===== src/rtl/lcdsr_pkg.sv =====
`timescale 1ns/1ps
package lcdsr_pkg;

  localparam int FRAME_W = 8;

  typedef enum logic [2:0] {
    ST_IDLE = 3'd0,
    ST_LOW  = 3'd1,
    ST_HIGH = 3'd2,
    ST_GAP  = 3'd3,
    ST_EN   = 3'd4,
    ST_WAIT = 3'd5
  } lcdsr_st_e;

  // nibble in [7:4], select flag in [3], padding zeros in [2:0]
  function automatic logic [FRAME_W-1:0] lcdsr_frame(input logic [3:0] nib, input logic rs);
    return {nib, rs, 3'b000};
  endfunction

endpackage


===== src/rtl/lcdsr_tick.sv =====
`timescale 1ns/1ps
module lcdsr_tick #(
  parameter int CW = 8
) (
  input  logic          clk,
  input  logic          rst_n,
  input  logic          load,
  input  logic [CW-1:0] load_val,
  output logic          done
);

  logic [CW-1:0] cnt_q;
  logic [CW-1:0] cnt_d;

  always_comb begin
    cnt_d = cnt_q;
    if (load) begin
      cnt_d = load_val;
    end else if (cnt_q != '0) begin
      cnt_d = cnt_q - 1'b1;
    end
  end

  always_ff @(posedge clk or negedge rst_n) begin
    if (!rst_n) begin
      cnt_q <= '0;
    end else begin
      cnt_q <= cnt_d;
    end
  end

  assign done = (cnt_q == '0);

endmodule


===== src/rtl/lcdsr_serializer.sv =====
`timescale 1ns/1ps
module lcdsr_serializer #(
  parameter int FW = 8
) (
  input  logic          clk,
  input  logic          rst_n,
  input  logic          load,
  input  logic [FW-1:0] frame,
  input  logic          shift,
  output logic          sdo,
  output logic          last
);

  localparam int BW = (FW > 1) ? $clog2(FW) : 1;

  logic [FW-1:0] sreg_q, sreg_d;
  logic [BW-1:0] left_q, left_d;

  always_comb begin
    sreg_d = sreg_q;
    left_d = left_q;
    if (load) begin
      sreg_d = frame;
      left_d = BW'(FW - 1);
    end else if (shift) begin
      sreg_d = {sreg_q[FW-2:0], 1'b0};
      left_d = left_q - 1'b1;
    end
  end

  always_ff @(posedge clk or negedge rst_n) begin
    if (!rst_n) begin
      sreg_q <= '0;
      left_q <= '0;
    end else begin
      sreg_q <= sreg_d;
      left_q <= left_d;
    end
  end

  assign sdo  = sreg_q[FW-1];
  assign last = (left_q == '0);

endmodule


===== src/rtl/lcdsr_ctrl.sv =====
`timescale 1ns/1ps
module lcdsr_ctrl
  import lcdsr_pkg::*;
#(
  parameter int CW             = 8,
  parameter int HALF_CLKS      = 4,
  parameter int EN_CLKS        = 8,
  parameter int WAIT_CLKS      = 50,
  parameter int LONG_WAIT_CLKS = 1600
) (
  input  logic               clk,
  input  logic               rst_n,
  input  logic               req_valid,
  input  logic [7:0]         req_data,
  input  logic               req_rs,
  input  logic               req_nib,
  input  logic               tick_done,
  input  logic               ser_last,
  output logic               req_ready,
  output logic               sr_clk,
  output logic               lcd_en,
  output logic               tick_load,
  output logic [CW-1:0]      tick_val,
  output logic               ser_load,
  output logic [FRAME_W-1:0] ser_frame,
  output logic               ser_shift
);

  lcdsr_st_e  st_q, st_d;
  logic [3:0] lo_q, lo_d;
  logic       rs_q, rs_d;
  logic       second_q, second_d;
  logic       long_q, long_d;
  logic       clk_q, en_q;

  always_comb begin
    st_d      = st_q;
    lo_d      = lo_q;
    rs_d      = rs_q;
    second_d  = second_q;
    long_d    = long_q;
    ser_load  = 1'b0;
    ser_frame = '0;
    ser_shift = 1'b0;
    unique case (st_q)
      ST_IDLE: begin
        if (req_valid) begin
          st_d      = ST_LOW;
          ser_load  = 1'b1;
          ser_frame = lcdsr_frame(req_nib ? req_data[3:0] : req_data[7:4], req_rs);
          lo_d      = req_data[3:0];
          rs_d      = req_rs;
          second_d  = !req_nib;
          long_d    = !req_rs && !req_nib && (req_data[7:2] == 6'd0) && (req_data[1:0] != 2'd0);
        end
      end
      ST_LOW: begin
        if (tick_done) st_d = ST_HIGH;
      end
      ST_HIGH: begin
        if (tick_done) begin
          if (ser_last) begin
            st_d = ST_GAP;
          end else begin
            st_d      = ST_LOW;
            ser_shift = 1'b1;
          end
        end
      end
      ST_GAP: begin
        if (tick_done) st_d = ST_EN;
      end
      ST_EN: begin
        if (tick_done) begin
          if (second_q) begin
            st_d      = ST_LOW;
            ser_load  = 1'b1;
            ser_frame = lcdsr_frame(lo_q, rs_q);
            second_d  = 1'b0;
          end else begin
            st_d = ST_WAIT;
          end
        end
      end
      ST_WAIT: begin
        if (tick_done) st_d = ST_IDLE;
      end
      default: st_d = ST_IDLE;
    endcase
  end

  always_comb begin
    tick_load = (st_d != st_q);
    unique case (st_d)
      ST_LOW, ST_HIGH, ST_GAP: tick_val = CW'(HALF_CLKS - 1);
      ST_EN:                   tick_val = CW'(EN_CLKS - 1);
      ST_WAIT:                 tick_val = long_q ? CW'(LONG_WAIT_CLKS - 1) : CW'(WAIT_CLKS - 1);
      default:                 tick_val = '0;
    endcase
  end

  always_ff @(posedge clk or negedge rst_n) begin
    if (!rst_n) begin
      st_q     <= ST_IDLE;
      lo_q     <= '0;
      rs_q     <= 1'b0;
      second_q <= 1'b0;
      long_q   <= 1'b0;
      clk_q    <= 1'b0;
      en_q     <= 1'b0;
    end else begin
      st_q     <= st_d;
      lo_q     <= lo_d;
      rs_q     <= rs_d;
      second_q <= second_d;
      long_q   <= long_d;
      clk_q    <= (st_d == ST_HIGH);
      en_q     <= (st_d == ST_EN);
    end
  end

  assign req_ready = (st_q == ST_IDLE);
  assign sr_clk    = clk_q;
  assign lcd_en    = en_q;

endmodule


===== src/rtl/lcdsr_writer.sv =====
`timescale 1ns/1ps
module lcdsr_writer
  import lcdsr_pkg::*;
#(
  parameter int HALF_CLKS      = 4,
  parameter int EN_CLKS        = 8,
  parameter int WAIT_CLKS      = 50,
  parameter int LONG_WAIT_CLKS = 1600
) (
  input  logic       clk,
  input  logic       rst_n,
  input  logic       req_valid,
  output logic       req_ready,
  input  logic [7:0] req_data,
  input  logic       req_rs,
  input  logic       req_nib,
  output logic       sr_data,
  output logic       sr_clk,
  output logic       lcd_en
);

  localparam int MAX_A = (HALF_CLKS > EN_CLKS) ? HALF_CLKS : EN_CLKS;
  localparam int MAX_B = (WAIT_CLKS > LONG_WAIT_CLKS) ? WAIT_CLKS : LONG_WAIT_CLKS;
  localparam int MAX_C = (MAX_A > MAX_B) ? MAX_A : MAX_B;
  localparam int CW    = $clog2(MAX_C + 1);

  logic               tick_load, tick_done;
  logic [CW-1:0]      tick_val;
  logic               ser_load, ser_shift, ser_last;
  logic [FRAME_W-1:0] ser_frame;

  lcdsr_ctrl #(
    .CW(CW), .HALF_CLKS(HALF_CLKS), .EN_CLKS(EN_CLKS),
    .WAIT_CLKS(WAIT_CLKS), .LONG_WAIT_CLKS(LONG_WAIT_CLKS)
  ) u_ctrl (
    .clk(clk), .rst_n(rst_n),
    .req_valid(req_valid), .req_data(req_data), .req_rs(req_rs), .req_nib(req_nib),
    .tick_done(tick_done), .ser_last(ser_last),
    .req_ready(req_ready), .sr_clk(sr_clk), .lcd_en(lcd_en),
    .tick_load(tick_load), .tick_val(tick_val),
    .ser_load(ser_load), .ser_frame(ser_frame), .ser_shift(ser_shift)
  );

  lcdsr_tick #(.CW(CW)) u_tick (
    .clk(clk), .rst_n(rst_n), .load(tick_load), .load_val(tick_val), .done(tick_done)
  );

  lcdsr_serializer #(.FW(FRAME_W)) u_ser (
    .clk(clk), .rst_n(rst_n), .load(ser_load), .frame(ser_frame),
    .shift(ser_shift), .sdo(sr_data), .last(ser_last)
  );

endmodule


===== config.mk =====
export PLATFORM = sky130hd
export DESIGN_NAME = lcdsr_writer
export DESIGN_NICKNAME = d
export VERILOG_FILES = /design/src/rtl/lcdsr_pkg.sv /design/src/rtl/lcdsr_tick.sv /design/src/rtl/lcdsr_serializer.sv /design/src/rtl/lcdsr_ctrl.sv /design/src/rtl/lcdsr_writer.sv
export SDC_FILE = /design/constraint.sdc
export NUM_CORES = 1
export LEC_CHECK = 0
export BUFFER_PORTS_ARGS = -buffer_cell sky130_fd_sc_hd__buf_2
export CORE_UTILIZATION = 44
export CTS_CLUSTER_SIZE = 20
export DETAILED_ROUTE_END_ITERATION = 8
export PLACE_DENSITY_LB_ADDON = 0.08
export RECOVER_POWER = 50
export SKIP_LAST_GASP = 1
export SLEW_MARGIN = 20
export SYNTH_ARGS = -nofsm -noshare
export SYNTH_HDL_FRONTEND = slang
export SYNTH_SLANG_ARGS = --single-unit

===== constraint.sdc =====
create_clock -name clk -period 2.8 [get_ports clk]
set_input_delay 0.42 -clock clk [delete_from_list [all_inputs] [get_ports clk]]
set_output_delay 0.42 -clock clk [all_outputs]
set_load 0.05 [all_outputs]

==> impl_results.md <==
- Status: finished with violations
- Failing checks: capacitance limit, slew limit
- Top-level I/O count: 17
- Worst relative slew slack: -0.105
- Clock Path Buffers: 2
- Design Area, Final: 0.00202 mm²
- Post-synth EDFFs: 0
- Share of cells above drive strength 1: 0.213
- Hold Slack: 0.354 ns
- FF+latch area: 776 µm²
- CTS root buf: clkbuf_8
- Hold Vio Cnt, Final: 0
- Sequential area share after synthesis: 0.425
- Sink Count: 31
- PwrDens: around 990 mW/mm²
- Synth Flop Type: dfrtp_1
- Worst Skew: slightly below 0.008 ns
- Area Overhead vs Synth: 10.9%
- Async set-or-reset flop fraction in the synthesized netlist: 1.00
- CP Launch Type: flip-flop
- # hold bufs at CTS: 0
- Crit path DAT: about 2.6 ns
- Global-route usage over all layers: 0.209
- Largest net degree at the start of global routing: 32
- WS Path Type: flip-flop to flip-flop
- Max cap viols: 1
- DR WL/cell: about 15 µm
- Total CTS buffers: 5
- # fillers: ~400
- Die Wd: roughly 66 µm
- Initial antenna violation count: 0
- Syn Std Cell Area: about 0.0018 mm²
- Slew Viols, Final: 32
- GP Congestion: about 0.79
- Worst-path fanout max: 13
- Grt ovf: 0
- Later-pin clock latency in the skew report: roughly 0.28 ns
- Final min period: around 2.4 ns
- Area after DPL: between 0.0015 and 0.002 mm²
- Worst slew pin tran: about 1.7 ns
- Setup TNS Final: 0 ns
- CTS tree: built
- Hold Crit Class: input pin to flip-flop
- Total setup buffers inserted after CTS: 0
- Number of DRC markers in iteration 0: 100
- Synth Net Count: about 200
- H-tree levels: 2
- HPWL after DPL: roughly 2800 µm
- Yosys Warn Count: 0
- Maximum clock rate: around 420 MHz
- Row Count: 23
- Final net count: 223
- Syn_area_per_cell: roughly 9.6 µm²
- Worst slack at placement: between 0.5 and 0.6 ns
- Initial core utilization: 0.456
- Synth cell types: 53
- P_leak: roughly 0.9 nW
- Number of setup violations in the final report: 0
- Routed Antenna Nets: 0
- Vias in the first global route: 1,425
- IO buf count: 16
- Post-Route WL: between 3000 and 4000 µm
- Peak supply drop: between 0.0004 and 0.0005 V
- Post-route DRC: 0
- Multi-input gate area: ~970 µm²
- Critical Path RT: about 3.0 ns
- Vias: around 1,400
- Syn Inst Count: between 150 and 200
- RSZ-0062 raised after global routing: false
- First-pass GRT wire length: just under 7000 µm
- Fin crit share: 0.852
- Cts repair resizes: 0
- Setup crit end kind: flip-flop
- Setup WS post-layout: 0.415 ns
- Ant diodes: 0
- Pre-antenna DRT Iters: 4
- Flop and latch count out of synthesis: 31
- Core Area: roughly 0.004 mm²
- Vias/cell: roughly 5.6
- Worst-path clk slew: roughly 0.07 ns
- DIE AREA: between 0.004 and 0.005 mm²
- Chip Height: 66.4 µm
==> placed cells by master, fill, tap and decap left out, types with 2 or more instances in the layout <==
| master | count |
|---|---|
| nand2_1 | 26 |
| a21oi_1 | 8 |
| nand4_1 | 2 |
| or2_2 | 2 |
| nor2b_1 | 2 |
| nor4b_2 | 2 |
| o21bai_1 | 2 |
| o31ai_1 | 3 |
| buf_2 | 13 |
| nand3_1 | 6 |
| mux2i_1 | 6 |
| nor2_1 | 17 |
| inv_1 | 7 |
| clkbuf_1 | 3 |
| nor3_1 | 5 |
| o22a_1 | 3 |
| clkbuf_8 | 6 |
| dfrtp_1 | 31 |
| o2111ai_1 | 2 |
| a22o_1 | 2 |
| xor2_1 | 3 |
| xnor2_1 | 5 |
| nor3b_1 | 2 |
| a211oi_1 | 2 |
| o21ai_0 | 8 |
| or3b_2 | 3 |
| ha_1 | 3 |
| a2bb2oi_2 | 4 |
| buf_4 | 3 |
| nor4_1 | 3 |
==> synth_stat cells, types with 2 or more instances <==
cell type  count  share of area
dfrtp_1       31           0.42
nor4b_2        2          0.016
a2bb2oi_2      4          0.033
o21ai_0        8          0.022
nor3b_1        2         0.0082
nand2_1       26          0.053
clkbuf_1       4         0.0082
nor3_1         5          0.014
nand3_1        6          0.016
ha_1           3          0.021
nor2_1        17          0.035
nor4_1         3          0.010
xor2_1         3          0.014
a22o_1         2         0.0096
nand4_1        2         0.0069
a21oi_1        8          0.022
a211oi_1       2         0.0082
o2111ai_1      2         0.0096
buf_4          2         0.0082
xnor2_1        5          0.024
or2_2          2         0.0069
inv_1          7          0.014
or3b_2         3          0.014
o31ai_1        3          0.012
nor2b_1        2         0.0069
mux2i_1        6          0.033
o22a_1         3          0.014
o21bai_1       2         0.0082
==> cell families (layout without fill, tap and decap cells) <==
logic type      after synthesis  after routing  synth area share
buf+inv                      16             33            0.0418
simple gates                 84             84             0.265
compound gates               42             42             0.176
mux                           6              6            0.0329
fa+ha+maj                     3              3            0.0206
xor+xnor                      8              8            0.0384
flops                        31             31             0.425
==> per-layer routing <==
metal / vias up / global-route usage / share of wire / routed length [µm]
met5: - / 0 / 0 / 0
met4: 0 / 0.0559 / 0.0087 / 34
met3: 4 / 0.0500 / 0.035 / 139
met2: 26 / 0.360 / 0.49 / 1910
met1: 692 / 0.258 / 0.47 / 1830
li1: 713 / - / - / -
==> final timing paths <==
kind / startpoint / end / slack [ns] / depth (start not counted)
max in group asynchronous: rst_n / u_ctrl.second_q / 1.28 / 1
worst min-delay path: req_data[1] / u_ctrl.lo_q[1] / 0.35 / 3
worst max-delay path: u_tick.cnt_q[0] / u_tick.cnt_q[9] / 0.41 / 7
worst max register to register: u_tick.cnt_q[0] / u_tick.cnt_q[9] / 0.41 / 7
min in group asynchronous: rst_n / u_tick.cnt_q[4] / 0.56 / 1
worst min register to register: u_ctrl.rs_q / u_ctrl.rs_q / 0.49 / 2
==> stage by stage <==
step           power, mW   util  cells
2_1_floorplan       1.46      -    190
3_3_place_gp        1.62  0.485    250
3_5_place_dp        1.64  0.485    250
4_1_cts             2.01  0.507    257
5_1_grt             2.16  0.506    257
6_report            2.00  0.506    257
==> state kept, by name, indices dropped and copies added, names as in the netlist <==
| register | flops |
|---|---|
| u_ctrl.rs_q | 1 |
| u_tick.cnt_q | 11 |
| u_ser.sreg_q | 5 |
| u_ctrl.lcd_en | 1 |
| u_ser.left_q | 3 |
| u_ctrl.long_q | 1 |
| u_ctrl.st_q | 3 |
| u_ctrl.second_q | 1 |
| u_ctrl.sr_clk | 1 |
| u_ctrl.lo_q | 4 |
==> critical path, stage by stage (launching register included) <==
cell and delay [ns]:
dfrtp_1 0.43, inv_1 0.08, ha_1 0.21, nor4b_2 0.36
and3_1 0.53, o32a_2 0.39, nor2_1 0.08, o22a_1 0.19
==> cell type report <==
type,count,share of cell area
tap,50,0.0309
sequential,31,0.383
clock buffer,6,0.0408
multi-input combinational,143,0.481
clock inverter,1,0.00247
inverter,7,0.0130
timing repair buffer,19,0.0488
==> report_power, final <==
| part | total (mW) | leakage (nW) | internal [mW] | switching, mW |
|---|---|---|---|---|
| Sequential | 0.778 | 0.380 | 0.620 | 0.158 |
| Clock | 0.359 | 0.0470 | 0.193 | 0.167 |
| Combinational | 0.860 | 0.471 | 0.385 | 0.475 |
| Total | 2.00 | 0.898 | 1.20 | 0.800 |
Note: power is estimated with default switching activity, not from simulation.
